### config.mk
export PLATFORM = sky130hd
export DESIGN_NAME = halfslot_mem_arb
export DESIGN_NICKNAME = d
export VERILOG_FILES = /design/src/rtl/halfslot_pkg.sv /design/src/rtl/halfslot_rst_sync.sv /design/src/rtl/halfslot_seq.sv /design/src/rtl/halfslot_mem_drive.sv /design/src/rtl/halfslot_capture.sv /design/src/rtl/halfslot_mem_arb.sv
export SDC_FILE = /design/constraint.sdc
export NUM_CORES = 1
export LEC_CHECK = 0
export BUFFER_PORTS_ARGS = -buffer_cell sky130_fd_sc_hd__buf_2
export CORE_MARGIN = 2
export CORE_UTILIZATION = 34
export DETAILED_ROUTE_END_ITERATION = 10
export SLEW_MARGIN = 20
export SYNTH_ARGS = -nofsm -noshare
export SYNTH_HDL_FRONTEND = slang
export SYNTH_SLANG_ARGS = --single-unit
### constraint.sdc
create_clock -name clk_fast -period 1.3 [get_ports clk_fast]
set_input_delay 0.065 -clock clk_fast [delete_from_list [all_inputs] [get_ports clk_fast]]
set_output_delay 0.065 -clock clk_fast [all_outputs]
set_load 0.02 [all_outputs]
### src/rtl/halfslot_pkg.sv
package halfslot_pkg;
  typedef enum logic {OWN_CPU = 1'b0, OWN_VID = 1'b1} owner_e;
  typedef enum logic {STEP_SETUP = 1'b0, STEP_ACCESS = 1'b1} step_e;
  localparam int unsigned NUM_PORTS = 2;
  localparam int unsigned PORT_CPU  = 0;
  localparam int unsigned PORT_VID  = 1;
endpackage

### src/rtl/halfslot_rst_sync.sv
module halfslot_rst_sync #(
  parameter int unsigned STAGES = 2
) (
  input  logic clk,
  input  logic rst_n,
  output logic rst_sync_n
);
  logic [STAGES-1:0] chain_q;
  logic [STAGES-1:0] chain_d;

  always_comb begin
    chain_d = {chain_q[STAGES-2:0], 1'b1};
  end

  always_ff @(posedge clk or negedge rst_n) begin
    if (!rst_n) chain_q <= '0;
    else        chain_q <= chain_d;
  end

  assign rst_sync_n = chain_q[STAGES-1];
endmodule

### src/rtl/halfslot_seq.sv
module halfslot_seq
  import halfslot_pkg::*;
(
  input  logic   clk,
  input  logic   rst_n,
  output owner_e phase_o,
  output step_e  step_o,
  output logic   bus_owner_o,
  output logic   cycle_start_o
);
  owner_e phase_q, phase_d;
  step_e  step_q, step_d;
  logic   owner_q, owner_d;

  always_comb begin
    step_d  = (step_q == STEP_SETUP) ? STEP_ACCESS : STEP_SETUP;
    phase_d = phase_q;
    if (step_q == STEP_ACCESS) phase_d = owner_e'(~phase_q);
    owner_d = phase_d;
  end

  always_ff @(posedge clk or negedge rst_n) begin
    if (!rst_n) begin
      phase_q <= OWN_CPU;
      step_q  <= STEP_SETUP;
      owner_q <= 1'b0;
    end else begin
      phase_q <= phase_d;
      step_q  <= step_d;
      owner_q <= owner_d;
    end
  end

  assign phase_o       = phase_q;
  assign step_o        = step_q;
  assign bus_owner_o   = owner_q;
  assign cycle_start_o = (phase_q == OWN_VID) && (step_q == STEP_SETUP);


  step_alt_chk: assert property (@(posedge clk) disable iff (!rst_n)
    (step_q == STEP_SETUP) |=> (step_q == STEP_ACCESS));

  phase_swap_chk: assert property (@(posedge clk) disable iff (!rst_n)
    (step_q == STEP_ACCESS) |=> (phase_q != $past(phase_q)));

  start_single_chk: assert property (@(posedge clk) disable iff (!rst_n)
    cycle_start_o |=> !cycle_start_o);
endmodule

### src/rtl/halfslot_mem_drive.sv
module halfslot_mem_drive
  import halfslot_pkg::*;
#(
  parameter int unsigned ADDR_W = 10,
  parameter int unsigned DATA_W = 8
) (
  input  logic              clk,
  input  logic              rst_n,
  input  owner_e            phase,
  input  step_e             step,
  input  logic              bus_owner,
  input  logic              cpu_req,
  input  logic              cpu_we,
  input  logic [ADDR_W-1:0] cpu_addr,
  input  logic [DATA_W-1:0] cpu_wdata,
  input  logic              vid_req,
  input  logic [ADDR_W-1:0] vid_addr,
  output logic [ADDR_W-1:0] mem_addr,
  output logic [DATA_W-1:0] mem_wdata,
  output logic              mem_we,
  output logic              mem_oe
);
  logic [ADDR_W-1:0] addr_q, addr_d;
  logic [DATA_W-1:0] wdata_q, wdata_d;
  logic              we_q, we_d, oe_q, oe_d;
  logic              addr_en, wdata_en;

  always_comb begin
    addr_en  = (step == STEP_SETUP);
    wdata_en = 1'b0;
    addr_d   = addr_q;
    wdata_d  = wdata_q;
    we_d     = 1'b0;
    oe_d     = 1'b0;
    if (step == STEP_SETUP) begin
      if (phase == OWN_CPU) begin
        addr_d   = cpu_addr;
        we_d     = cpu_req & cpu_we;
        oe_d     = cpu_req & ~cpu_we;
        wdata_en = cpu_req & cpu_we;
        wdata_d  = cpu_wdata;
      end else begin
        addr_d = vid_addr;
        oe_d   = vid_req;
      end
    end
  end

  always_ff @(posedge clk or negedge rst_n) begin
    if (!rst_n) begin
      addr_q  <= '0;
      wdata_q <= '0;
      we_q    <= 1'b0;
      oe_q    <= 1'b0;
    end else begin
      if (addr_en)  addr_q  <= addr_d;
      if (wdata_en) wdata_q <= wdata_d;
      we_q <= we_d;
      oe_q <= oe_d;
    end
  end

  assign mem_addr  = addr_q;
  assign mem_wdata = wdata_q;
  assign mem_we    = we_q;
  assign mem_oe    = oe_q;


  we_cpu_only_chk: assert property (@(posedge clk) disable iff (!rst_n)
    mem_we |-> (bus_owner == 1'b0));

  we_oe_excl_chk: assert property (@(posedge clk) disable iff (!rst_n)
    !(mem_we && mem_oe));

  en_in_access_chk: assert property (@(posedge clk) disable iff (!rst_n)
    (mem_we || mem_oe) |-> (step == STEP_ACCESS));

  sel_settled_chk: assert property (@(posedge clk) disable iff (!rst_n)
    (mem_we || mem_oe) |-> $stable(bus_owner));

  vid_idle_chk: assert property (@(posedge clk) disable iff (!rst_n)
    (step == STEP_SETUP && phase == OWN_VID && !vid_req) |=> !(mem_oe || mem_we));
endmodule

### src/rtl/halfslot_capture.sv
module halfslot_capture #(
  parameter int unsigned DATA_W = 8
) (
  input  logic              clk,
  input  logic              rst_n,
  input  logic              fire,
  input  logic [DATA_W-1:0] din,
  output logic [DATA_W-1:0] dout
);
  logic [DATA_W-1:0] hold_q, hold_d;

  always_comb begin
    hold_d = din;
  end

  always_ff @(posedge clk or negedge rst_n) begin
    if (!rst_n)    hold_q <= '0;
    else if (fire) hold_q <= hold_d;
  end

  assign dout = hold_q;


  hold_stable_chk: assert property (@(posedge clk) disable iff (!rst_n)
    !fire |=> $stable(dout));
endmodule

### src/rtl/halfslot_mem_arb.sv
module halfslot_mem_arb
  import halfslot_pkg::*;
#(
  parameter int unsigned ADDR_W = 10,
  parameter int unsigned DATA_W = 8,
  parameter int unsigned SYNC_STAGES = 2
) (
  input  logic              clk_fast,
  input  logic              rst_n,
  input  logic              cpu_req,
  input  logic              cpu_we,
  input  logic [ADDR_W-1:0] cpu_addr,
  input  logic [DATA_W-1:0] cpu_wdata,
  output logic [DATA_W-1:0] cpu_rdata,
  input  logic              vid_req,
  input  logic [ADDR_W-1:0] vid_addr,
  output logic [DATA_W-1:0] vid_rdata,
  output logic              cycle_start,
  output logic              bus_owner,
  output logic [ADDR_W-1:0] mem_addr,
  output logic [DATA_W-1:0] mem_wdata,
  output logic              mem_we,
  output logic              mem_oe,
  input  logic [DATA_W-1:0] mem_rdata
);
  logic   rst_int_n;
  owner_e phase;
  step_e  step;
  logic   oe_int;
  logic [NUM_PORTS-1:0]   cap_fire;
  logic [DATA_W-1:0]      cap_out [NUM_PORTS];

  halfslot_rst_sync #(.STAGES(SYNC_STAGES)) u_rst (
    .clk(clk_fast), .rst_n(rst_n), .rst_sync_n(rst_int_n)
  );

  halfslot_seq u_seq (
    .clk(clk_fast), .rst_n(rst_int_n), .phase_o(phase), .step_o(step),
    .bus_owner_o(bus_owner), .cycle_start_o(cycle_start)
  );

  halfslot_mem_drive #(.ADDR_W(ADDR_W), .DATA_W(DATA_W)) u_drv (
    .clk(clk_fast), .rst_n(rst_int_n), .phase(phase), .step(step),
    .bus_owner(bus_owner), .cpu_req(cpu_req), .cpu_we(cpu_we),
    .cpu_addr(cpu_addr), .cpu_wdata(cpu_wdata), .vid_req(vid_req),
    .vid_addr(vid_addr), .mem_addr(mem_addr), .mem_wdata(mem_wdata),
    .mem_we(mem_we), .mem_oe(oe_int)
  );
  assign mem_oe = oe_int;

  always_comb begin
    cap_fire[PORT_CPU] = (step == STEP_ACCESS) && (phase == OWN_CPU) && oe_int;
    cap_fire[PORT_VID] = (step == STEP_ACCESS) && (phase == OWN_VID) && oe_int;
  end

  for (genvar g = 0; g < NUM_PORTS; g++) begin : g_cap
    halfslot_capture #(.DATA_W(DATA_W)) u_cap (
      .clk(clk_fast), .rst_n(rst_int_n), .fire(cap_fire[g]),
      .din(mem_rdata), .dout(cap_out[g])
    );
  end

  assign cpu_rdata = cap_out[PORT_CPU];
  assign vid_rdata = cap_out[PORT_VID];
endmodule

==> flow_summary.yaml <==
detailed_routing:
  route.vias.total: 1144
  dr.pass1.iters: 2
  drtIter0Drc: 36
  wirelength_um: 3220
  remaining_drc_errors: 0
  routed_via_density: 4.58
  wl_per_cell_um: 12.9
  postRouteAntennaNets: 0
cells_and_area:
  finish.instance_area_um2: 2220
  layout-drive-gt1-share_pct: 61.2
  final.fill_count: 426
  antenna_cells: 0
  layout.nets: 238
  area_growth_pct: 37.3
  layout.cells.non_filler: 250
  postLayoutCoreUtil_pct: 47.7
synthesis:
  synth_area_per_cell_um2: 14.7
  yosysTopAreaCellShare_pct: 61.8
  ys.warnings.count: 0
  ys_types: 18
  synth.largest_area_cell: "dfrtp_1"
  synth-seq-cells: 40
  syn_area_um2: 1620
  syn_nets: 151
  synth_area_leaders: "dfrtp_1, mux2_2, mux2_4, mux2i_1, o21ai_0"
  syn_inst: 110
  yosysSeqAreaShare_pct: 61.8
floorplan:
  start_util_pct: 34.8
  die_area_um2: 5330
  ioPinCount: 79
  die_h_um: 73.0
  rows: 25
  core-area_um2: 4660
  die_x_um: 73.0
pwr:
  clkPwrFrac_pct: 27.2
  ir_drop_mv: 0.479
  combPwrFrac_pct: 19.3
  p_int_mw: 1.96
  power.share.switching_pct: 26.2
  p_seq_share_pct: 53.5
  p_sw_mw: 0.693
  powerDensity_nw_per_um2: 1190
  power_leakage_nw: 1.11
timing:
  rsz0062_at_grt: "true"
  timing.hold.ws_ps: 14.0
  fin_skew_ps: 10.5
  fmax_mhz: 736
  setup_viol: 9
  fin_tns_setup_ps: -466
  finalHoldViolations: 0
  fin_crit_sh_pct: 105
  setup_slack_ps: -59.0
  slew_violations: 0
  finalCriticalPeriod_ps: 1360
grt:
  grt_pass1_wl_um: 5150
  grt_max_degree: 39
  grt_pass1_vias: 1164
  overflow: 0
  grt_use_total_pct: 12.5
  antenna_found_initial: 0
flow_run:
  max-cap-violations: 0
placed_design:
  numPortBuffers: 78
  place.gp.congestion: 0.680
  dpl.hpwl_um: 2390
  place_inst: 242
  place_area_um2: 2090
clocking:
  cts_max_level: 2
  clk_latency_ps: 280
  cts_made_buffers: 5
  clk_path_buf_depth: 2
  cts.clk_slew.worst_paths_ps: 70
  root_buffer: "clkbuf_8"
  clock-sinks: 40
  tritoncts: "done"
worst_setup_path:
  cp_max_fo: 9
  cp-start-kind: "flop"
  cp.arrival_ps: 1520
  worstPathRequired_ps: 1460
  crit_path_end_kind: "flop"
  crit_type: "flop to flop"
min_path:
  hp-class: "primary input to flop"
status:
  failed_checks: "setup timing"
  outcome: "complete, but fails checks"
[cell usage after synthesis, drive strengths merged]
master,n
buf,4
mux2i,10
or3b,1
o21ai,10
clkbuf,2
a21oi,1
nor4bb,1
mux2,24
nand2,11
xor2,1
dfrtp,40
nand3b,1
nor2b,1
nand3,1
conb,1
inv,1
[worst paths after layout]
path                                   from                  to  slack (ps)  cells past startpoint
min reg2reg                u_rst.chain_q[1]   u_drv.mem_addr[7]         290                      1
min                            cpu_wdata[6]  u_drv.mem_wdata[6]          10                      2
min in group asynchronous             rst_n    u_rst.chain_q[0]          90                      2
max in group asynchronous  u_rst.chain_q[1]   u_seq.bus_owner_o         670                      1
max reg2reg                    u_seq.step_o  u_drv.mem_wdata[4]         -60                      3
max                            u_seq.step_o  u_drv.mem_wdata[4]         -60                      3
[kinds of logic (layout without fill, tap and decap cells)]
logic type	after synthesis	after routing	synth area share [%]
buffers and inverters	7	93	3.01
and+or+nand+nor	16	16	6.33
DFF	40	40	61.8
muxes	34	34	24.7
xor gates and xnor gates	1	1	0.541
other	1	1	0.231
AOI/OAI and AO/OA	11	11	3.40
[placed cells by master (no fill, tap or decap), types with 2 or more instances in the layout]
cell,synthesis,routed
buf_2,0,77
nand2_1,11,11
buf_4,2,3
dfrtp_1,40,39
mux2i_1,10,10
o21ai_0,10,10
buf_12,0,2
buf_6,2,2
mux2_2,16,16
clkbuf_8,0,5
mux2_4,8,8
[metrics by stage]
step | worst slack, ps | power [mW]
after detailed placement | -58.9 | 1.96
after floorplan | -148 | 1.74
after global placement | -12.1 | 1.94
after CTS | -66.0 | 2.71
final | -59.0 | 2.65
after global routing | -106 | 2.81
[layer usage]
metal / global-route usage [%] / wire (um) / up-vias
li1: - / - / 550
met1: 14.1 / 1380 / 524
met2: 21.2 / 1450 / 65
met3: 4.97 / 347 / 5
met4: 4.73 / 42 / 0
met5: 0 / 0 / -
[sequential cells by signal, indices dropped and copies added, names as in the netlist]
signal and cells:
u_drv.mem_we 1, u_drv.mem_addr 10, u_seq.step_o 1, u_seq.bus_owner_o 1, g_cap.u_cap.dout 16, u_drv.mem_oe 1, u_drv.mem_wdata 8, u_rst.chain_q 2
[final cells by class]
type                            count  area, um2  share of cell area (%)
Multi-Input combinational cell     63        583                    26.2
Timing Repair Buffer               86        495                    22.3
Tap cell                           54       67.6                    3.04
Clock buffer                        6       72.6                    3.26
Inverter                            1       3.75                   0.169
Sequential cell                    40       1000                    45.1
[critical path: stages (launching register included)]
cell      delay, ps
dfrtp_1         420
nor4bb_4        340
buf_12          180
mux2_4          300
[power by group through the flow]
| stage | Sequential [mW] | Clock [mW] | Combinational [mW] |
|---|---|---|---|
| finish | 1.42 | 0.722 | 0.511 |
| global route | 1.43 | 0.819 | 0.553 |
| CTS | 1.42 | 0.768 | 0.519 |
| detailed placement | 1.44 | 0 | 0.516 |
| global placement | 1.44 | 0 | 0.505 |
| floorplan | 1.60 | 0 | 0.139 |
[timing repair]
action                     CTS  global route
hold endpoints to repair     2             0
resized for setup            8             2
setup endpoints to repair   17            18
hold buffers                 1             0
gates cloned                 0             0
setup buffers                0             1
Power figures use the tool's default switching activity.
